$ cat src/rtl/scp_pkg.sv
package scp_pkg;
    typedef enum logic [2:0] {
        ST_IDLE,
        ST_INSTR,
        ST_WDATA,
        ST_RDATA,
        ST_RESYNC
    } scp_state_e;

    localparam int BYTE_W         = 8;
    localparam int ADDR_W         = 7;
    localparam int CNT_W          = $clog2(BYTE_W);
    localparam int CFG_ADDR       = 0;
    localparam int CFG_LSB_BIT    = 6;
    localparam int CFG_INONLY_BIT = 7;
    localparam int RSV_ADDR       = 1;
    localparam int RSV_BIT        = 5;
    localparam int FTW_BASE       = 2;
    localparam int FTW_BYTES      = 4;
endpackage

$ cat src/rtl/scp_sampler.sv
module scp_sampler (
    input  logic clk,
    input  logic rst_n,
    input  logic sclk,
    input  logic cs_n,
    input  logic sync,
    input  logic sdio_in,
    output logic sclk_rise,
    output logic cs_act,
    output logic sync_s,
    output logic sdi_s
);
    logic sclk_q1, sclk_q2;

    always_ff @(posedge clk or negedge rst_n) begin
        if (!rst_n) begin
            sclk_q1 <= 1'b0;
            sclk_q2 <= 1'b0;
            cs_act  <= 1'b0;
            sync_s  <= 1'b0;
            sdi_s   <= 1'b0;
        end else begin
            sclk_q1 <= sclk;
            sclk_q2 <= sclk_q1;
            cs_act  <= ~cs_n;
            sync_s  <= sync;
            sdi_s   <= sdio_in;
        end
    end

    assign sclk_rise = sclk_q1 & ~sclk_q2;
endmodule

$ cat src/rtl/scp_fsm.sv
module scp_fsm
    import scp_pkg::*;
(
    input  logic clk,
    input  logic rst_n,
    input  logic sclk_rise,
    input  logic cs_act,
    input  logic sync_s,
    input  logic instr_rd,
    output logic shift_en,
    output logic instr_done,
    output logic wdata_done,
    output logic rdata_done,
    output logic rd_phase
);
    scp_state_e        state_q, state_d;
    logic [CNT_W-1:0]  cnt_q;
    logic              active;
    logic              byte_done;

    // state register
    always_ff @(posedge clk or negedge rst_n) begin
        if (!rst_n) begin
            state_q <= ST_IDLE;
            cnt_q   <= '0;
        end else begin
            state_q <= state_d;
            if (sync_s || !cs_act)
                cnt_q <= '0;
            else if (shift_en)
                cnt_q <= cnt_q + CNT_W'(1);
        end
    end

    // next state
    always_comb begin
        state_d = state_q;
        if (sync_s) begin
            state_d = ST_RESYNC;
        end else if (!cs_act) begin
            state_d = ST_IDLE;
        end else begin
            unique case (state_q)
                ST_IDLE:   state_d = ST_INSTR;
                ST_RESYNC: state_d = ST_INSTR;
                ST_INSTR:  if (instr_done) state_d = instr_rd ? ST_RDATA : ST_WDATA;
                ST_WDATA:  state_d = ST_WDATA;
                ST_RDATA:  state_d = ST_RDATA;
                default:   state_d = ST_IDLE;
            endcase
        end
    end

    // outputs
    always_comb begin
        active     = (state_q == ST_INSTR) || (state_q == ST_WDATA) || (state_q == ST_RDATA);
        shift_en   = sclk_rise && cs_act && !sync_s && active;
        byte_done  = shift_en && (cnt_q == CNT_W'(BYTE_W - 1));
        instr_done = byte_done && (state_q == ST_INSTR);
        wdata_done = byte_done && (state_q == ST_WDATA);
        rdata_done = byte_done && (state_q == ST_RDATA);
        rd_phase   = (state_q == ST_RDATA) && cs_act && !sync_s;
    end
endmodule

$ cat src/rtl/scp_shift.sv
module scp_shift
    import scp_pkg::*;
(
    input  logic              clk,
    input  logic              rst_n,
    input  logic              shift_en,
    input  logic              instr_done,
    input  logic              wdata_done,
    input  logic              rdata_done,
    input  logic              rd_phase,
    input  logic              sdi,
    input  logic              lsb_first,
    input  logic              in_only,
    input  logic [BYTE_W-1:0] rd_data,
    output logic [BYTE_W-1:0] byte_next,
    output logic              wr_en,
    output logic [ADDR_W-1:0] wr_addr,
    output logic [BYTE_W-1:0] wr_data,
    output logic [ADDR_W-1:0] rd_addr,
    output logic              sdio_out,
    output logic              sdio_oe,
    output logic              sdo
);
    logic [BYTE_W-1:0] in_sr, out_sr;
    logic [ADDR_W-1:0] addr_q;
    logic              cur_bit;

    always_comb begin
        if (lsb_first) byte_next = {sdi, in_sr[BYTE_W-1:1]};
        else           byte_next = {in_sr[BYTE_W-2:0], sdi};
        rd_addr = instr_done ? byte_next[ADDR_W-1:0] : addr_q + ADDR_W'(1);
        wr_en   = wdata_done;
        wr_addr = addr_q;
        wr_data = byte_next;
    end

    always_ff @(posedge clk or negedge rst_n) begin
        if (!rst_n) begin
            in_sr  <= '0;
            out_sr <= '0;
            addr_q <= '0;
        end else begin
            if (shift_en)
                in_sr <= byte_next;
            if (instr_done)
                addr_q <= byte_next[ADDR_W-1:0];
            else if (wdata_done || rdata_done)
                addr_q <= addr_q + ADDR_W'(1);
            if (instr_done || rdata_done)
                out_sr <= rd_data;
            else if (shift_en && rd_phase)
                out_sr <= lsb_first ? {1'b0, out_sr[BYTE_W-1:1]}
                                    : {out_sr[BYTE_W-2:0], 1'b0};
        end
    end

    always_comb begin
        cur_bit  = lsb_first ? out_sr[0] : out_sr[BYTE_W-1];
        sdio_oe  = rd_phase && !in_only;
        sdio_out = sdio_oe && cur_bit;
        sdo      = rd_phase && in_only && cur_bit;
    end
endmodule

$ cat src/rtl/scp_regfile.sv
module scp_regfile
    import scp_pkg::*;
#(
    parameter int NREG = 8
) (
    input  logic                   clk,
    input  logic                   rst_n,
    input  logic                   wr_en,
    input  logic [ADDR_W-1:0]      wr_addr,
    input  logic [BYTE_W-1:0]      wr_data,
    input  logic [ADDR_W-1:0]      rd_addr,
    output logic [BYTE_W-1:0]      rd_data,
    output logic [NREG*BYTE_W-1:0] regs_o
);
    logic [BYTE_W-1:0] regs_q [NREG];

    for (genvar g = 0; g < NREG; g++) begin : g_reg
        localparam logic [BYTE_W-1:0] WMASK =
            (g == RSV_ADDR) ? ~(BYTE_W'(1) << RSV_BIT) : '1;
        always_ff @(posedge clk or negedge rst_n) begin
            if (!rst_n)
                regs_q[g] <= '0;
            else if (wr_en && (wr_addr == ADDR_W'(g)))
                regs_q[g] <= wr_data & WMASK;
        end
        assign regs_o[g*BYTE_W +: BYTE_W] = regs_q[g];
    end

    always_comb begin
        rd_data = '0;
        for (int i = 0; i < NREG; i++)
            if (rd_addr == ADDR_W'(i)) rd_data = regs_q[i];
    end
endmodule

$ cat src/rtl/scp_ctrl_port.sv
module scp_ctrl_port
    import scp_pkg::*;
#(
    parameter int NREG = 8
) (
    input  logic                   clk,
    input  logic                   rst_n,
    input  logic                   sclk,
    input  logic                   cs_n,
    input  logic                   sync,
    input  logic                   sdio_in,
    output logic                   sdio_out,
    output logic                   sdio_oe,
    output logic                   sdo,
    output logic [NREG*BYTE_W-1:0] regs_o,
    output logic [31:0]            ftw_o
);
    logic sclk_rise, cs_act, sync_s, sdi_s;
    logic shift_en, instr_done, wdata_done, rdata_done, rd_phase;
    logic [BYTE_W-1:0] byte_next, wr_data, rd_data;
    logic [ADDR_W-1:0] wr_addr, rd_addr;
    logic wr_en;

    scp_sampler smp_i (
        .clk(clk), .rst_n(rst_n), .sclk(sclk), .cs_n(cs_n), .sync(sync),
        .sdio_in(sdio_in), .sclk_rise(sclk_rise), .cs_act(cs_act),
        .sync_s(sync_s), .sdi_s(sdi_s)
    );

    scp_fsm fsm_i (
        .clk(clk), .rst_n(rst_n), .sclk_rise(sclk_rise), .cs_act(cs_act),
        .sync_s(sync_s), .instr_rd(byte_next[BYTE_W-1]), .shift_en(shift_en),
        .instr_done(instr_done), .wdata_done(wdata_done),
        .rdata_done(rdata_done), .rd_phase(rd_phase)
    );

    scp_shift shf_i (
        .clk(clk), .rst_n(rst_n), .shift_en(shift_en), .instr_done(instr_done),
        .wdata_done(wdata_done), .rdata_done(rdata_done), .rd_phase(rd_phase),
        .sdi(sdi_s),
        .lsb_first(regs_o[CFG_ADDR*BYTE_W + CFG_LSB_BIT]),
        .in_only(regs_o[CFG_ADDR*BYTE_W + CFG_INONLY_BIT]),
        .rd_data(rd_data), .byte_next(byte_next), .wr_en(wr_en),
        .wr_addr(wr_addr), .wr_data(wr_data), .rd_addr(rd_addr),
        .sdio_out(sdio_out), .sdio_oe(sdio_oe), .sdo(sdo)
    );

    scp_regfile #(.NREG(NREG)) rf_i (
        .clk(clk), .rst_n(rst_n), .wr_en(wr_en), .wr_addr(wr_addr),
        .wr_data(wr_data), .rd_addr(rd_addr), .rd_data(rd_data),
        .regs_o(regs_o)
    );

    assign ftw_o = regs_o[FTW_BASE*BYTE_W +: FTW_BYTES*BYTE_W];
endmodule

$ cat config.mk
export PLATFORM = sky130hd
export DESIGN_NAME = scp_ctrl_port
export DESIGN_NICKNAME = d
export VERILOG_FILES = /design/src/rtl/scp_pkg.sv /design/src/rtl/scp_sampler.sv /design/src/rtl/scp_fsm.sv /design/src/rtl/scp_shift.sv /design/src/rtl/scp_regfile.sv /design/src/rtl/scp_ctrl_port.sv
export SDC_FILE = /design/constraint.sdc
export NUM_CORES = 1
export LEC_CHECK = 0
export BUFFER_PORTS_ARGS = -buffer_cell sky130_fd_sc_hd__buf_2
export CAP_MARGIN = 20
export CORE_AREA = 2 2 132 134
export DETAILED_ROUTE_END_ITERATION = 7
export DIE_AREA = 0 0 134 136
export PLACE_DENSITY_LB_ADDON = 0.12
export SLEW_MARGIN = 0
export SYNTH_ARGS = -nofsm -noshare
export SYNTH_HDL_FRONTEND = slang
export SYNTH_SLANG_ARGS = --single-unit
$ cat constraint.sdc
create_clock -name clk -period 3.6 [get_ports clk]
set_input_delay 0 -clock clk [delete_from_list [all_inputs] [get_ports clk]]
set_output_delay 0 -clock clk [all_outputs]
set_load 0.05 [all_outputs]
==> metrics.md <==
| Metric | Value |
|---|---|
| Fraction of registers with async set/reset | 1.00 |
| LEAKAGE | 2.88 nW |
| Setup crit start | fsm_i.cnt_q[0] |
| Post-CTS sizing | 0 |
| Most frequent cells in the layout | buf_2 (102), dfrtp_1 (97), nand2_1 (68) |
| # hold bufs at CTS | 5 |
| Synthesized flop and latch total | 97 |
| DRT iter0 DRCs | 260 |
| Nets@finish | 621 |
| Routed WL | 15,800 um |
| Residual DRC count | 0 |
| Total Power | 2.25 mW |
| Total CTS buffers | 9 |
| Fill cells | 1,728 |
| Share of cells above drive strength 1 | 0.241 |
| Site Rows | 48 |
| Die H | 136 um |
| Sequential share of the synthesized area | 0.475 |
| CTS root buf | clkbuf_16 |
| Kind of end point of the critical path | register |
| Critical Setup Path Class | reg2reg |
| Tcrit/Tclk final | 0.790 |
| Port bufs | slightly above 100 |
| Final Worst Setup Slack | 0.758 ns |
| Largest family of logic cells by synthesized area | compound AO/OA/AOI/OAI gates |
| Min Tclk post-route | around 2.8 ns |
| Max VDD drop | ~0.22 mV |
| YS warnings | 0 |
| Hold EP | smp_i.sclk_q1 |
| Worst path required time | roughly 3.8 ns |
| Postcts setup bufs | 0 |
| Post-synth EDFFs | 0 |
| Number of global-route vias before repair | 3,844 |
| Grt ovf | 0 |
| Slew @ Worst Pin | 0.942 ns |
| Top_reg_cell synth | dfrtp_1 |
| Total core area | 0.0169 mm2 |
| DIE WIDTH | 134 um |
| Min-Delay Startpoint | sclk |
| Area Growth Syn to Fin | 16.3% |
| R2r startpoint | fsm_i.cnt_q[0] |
| Htree depth | 3 |
| M1 GR Usage | 0.258 |
| Max-cap violations | 0 |
| Crit path launch type | register |
| Synth Area in XOR/XNOR | 0.00343 |
| Number of diodes | 0 |
| Placer congestion estimate | 0.828 |
| Layer with the highest usage | met2 |
| First-pass GRT wire length | roughly 24,000 um |
| Synth Cell Area | 0.00511 mm2 |
| Crit Reg-Reg Endpoint | shf_i.out_sr[0] |
| DRT Pass-1 Iters | 5 |
| Post-DP Area | 0.00561 mm2 |
| Fin area | 0.00595 mm2 |
| Hold crit path type | in2reg |
| Rel. slew slack | 0.354 |
| Hold path cells | 2 |
| DRT antenna net count | 0 |
| Vias | 4,196 |
| Fin Clk Skew | 0.00997 ns |
| Peak Freq | 352 MHz |
| Setup TNS Final | 0 ns |
| Power per cell area | ~380 mW/mm2 |
| RSZ-0062 raised after global routing | false |
| Initial antenna violation count | 0 |
| Setup-failing EPs final | 0 |
| CTS tree | yes |
| Register-to-Register Path Depth | 10 |
| Status | finished clean |
| Area contributors post-synth | dfrtp_1 (47%), mux2i_1 (6.1%), buf_4 (5.7%) |
| Clk slew on worst S/H paths | 0.07 ns |
| Routed length per instance | roughly 19 um |
| DP Cell Count | 818 |
| Die area | 0.0182 mm2 |
| Starting Density | 0.303 |
| Commonest non-fill, non-tap cell in the layout | buf_2 |
| Data arrival, critical path | 3.06 ns |
| Final HPWL DP | 11,400 um |
| Grt met2 use | 0.260 |
| Ports | approximately 110 |
| Mapped Avg Cell Area | 9.40 um2 |
| Final core utilization | 0.352 |
| TritonCTS Sinks | 97 |
| Post-synthesis compound-gate area fraction | 0.190 |
| Synth top area share | 0.475 |
| Yosys cell types | 50 |
| Post-synthesis simple-gate area fraction | 0.153 |
| Placement Setup Slack | 0.762 ns |
| Clock Path Buffers | 2 |
| Met3 Usage GRT | 0.0254 |
| Fin cells | about 840 |
| Most area-hungry cell type in the Yosys netlist | dfrtp_1 |
| WHS | ~0.29 ns |
| R2R Setup Slk | about 0.76 ns |
| Syn_nets | ~560 |
| Post-synthesis mux area share | 0.0705 |
| Final hold vios | 0 |
| Gr usage total | 0.175 |
| Cells after Synth | 544 |
| Critical Path Fanout Max | 30 |
| Largest net degree at the start of global routing | 66 |
| Final Max Tran Viols | 0 |
| Clk Latency, worst-skew pair | 0.35 ns |
| Drt via density | 5.00 |
| Post-Synth Adder-Cell Area | 0.0147 |
where the power goes:
part | total (mW) | internal, mW | switching (mW) | leakage [nW]
Clock | 0.945 | 0.483 | 0.462 | 0.139
Sequential | 1.13 | 1.11 | 0.0215 | 1.33
Combinational | 0.175 | 0.0483 | 0.127 | 1.41
critical path, cell delays in order, from the launching register on:
cell	delay [ns]
dfrtp_1	0.37
ha_1	0.15
ha_1	0.24
nand4bb_4	0.14
nor3_4	0.27
buf_4	0.22
mux2_2	0.57
and2_1	0.26
a211oi_1	0.23
o22a_1	0.18
o22ai_1	0.07
area by class of cell:
class | instances | area, um2 | area share
well taps | 225 | 282 | 0.0473
flip-flops and latches | 97 | 2430 | 0.408
inverters | 4 | 15.0 | 0.00253
clock buffers | 9 | 225 | 0.0379
multi-input cells | 373 | 2240 | 0.376
clock inverters | 7 | 58.8 | 0.00989
repair buffers | 124 | 701 | 0.118
cell usage after synthesis, drive strengths merged (8+ instances only):
cell	count
nand2	68
nor2	52
buf	57
nor3	8
dfrtp	97
o22ai	8
a21oi	53
o21ai	60
clkbuf	13
a22o	10
and2	8
mux2i	33
worst max path at each step:
stage	depth (start not counted)	to	slack, ns
after detailed placement	10	shf_i.out_sr[2]	0.76
final	10	shf_i.out_sr[0]	0.76
after global placement	10	shf_i.out_sr[2]	0.79
after global routing	9	shf_i.out_sr[1]	0.53
after CTS	10	shf_i.out_sr[2]	0.74
after floorplan	9	shf_i.out_sr[4]	1.16
per-layer routing:
| metal | wire [um] | share of wire | up-vias |
|---|---|---|---|
| met1 | 7670 | 0.49 | 2020 |
| met2 | 6920 | 0.44 | 141 |
| met5 | 0 | 0 | - |
| met4 | 384 | 0.024 | 0 |
| li1 | - | - | 2013 |
| met3 | 777 | 0.049 | 22 |
cells by family (layout without fill, tap and decap cells):
| kind of cell | count (synthesis) | in the layout |
|---|---|---|
| muxes | 35 | 35 |
| other | 1 | 1 |
| DFF | 97 | 97 |
| xor gates and xnor gates | 2 | 2 |
| AOI/OAI and AO/OA | 161 | 161 |
| buffers and inverters | 74 | 144 |
| and+or+nand+nor | 168 | 168 |
| adders and majority gates | 6 | 6 |
flip-flops by register name, summed over array words and instances, names as in the netlist:
name / flops
rf_i.regs_o: 63
shf_i.in_sr: 8
shf_i.out_sr: 8
shf_i.wr_addr: 7
fsm_i.cnt_q: 3
fsm_i.state_q: 3
smp_i.cs_act: 1
smp_i.sclk_q1: 1
smp_i.sclk_q2: 1
smp_i.sdi_s: 1
smp_i.sync_s: 1
Note: power is estimated with default switching activity, not from simulation.
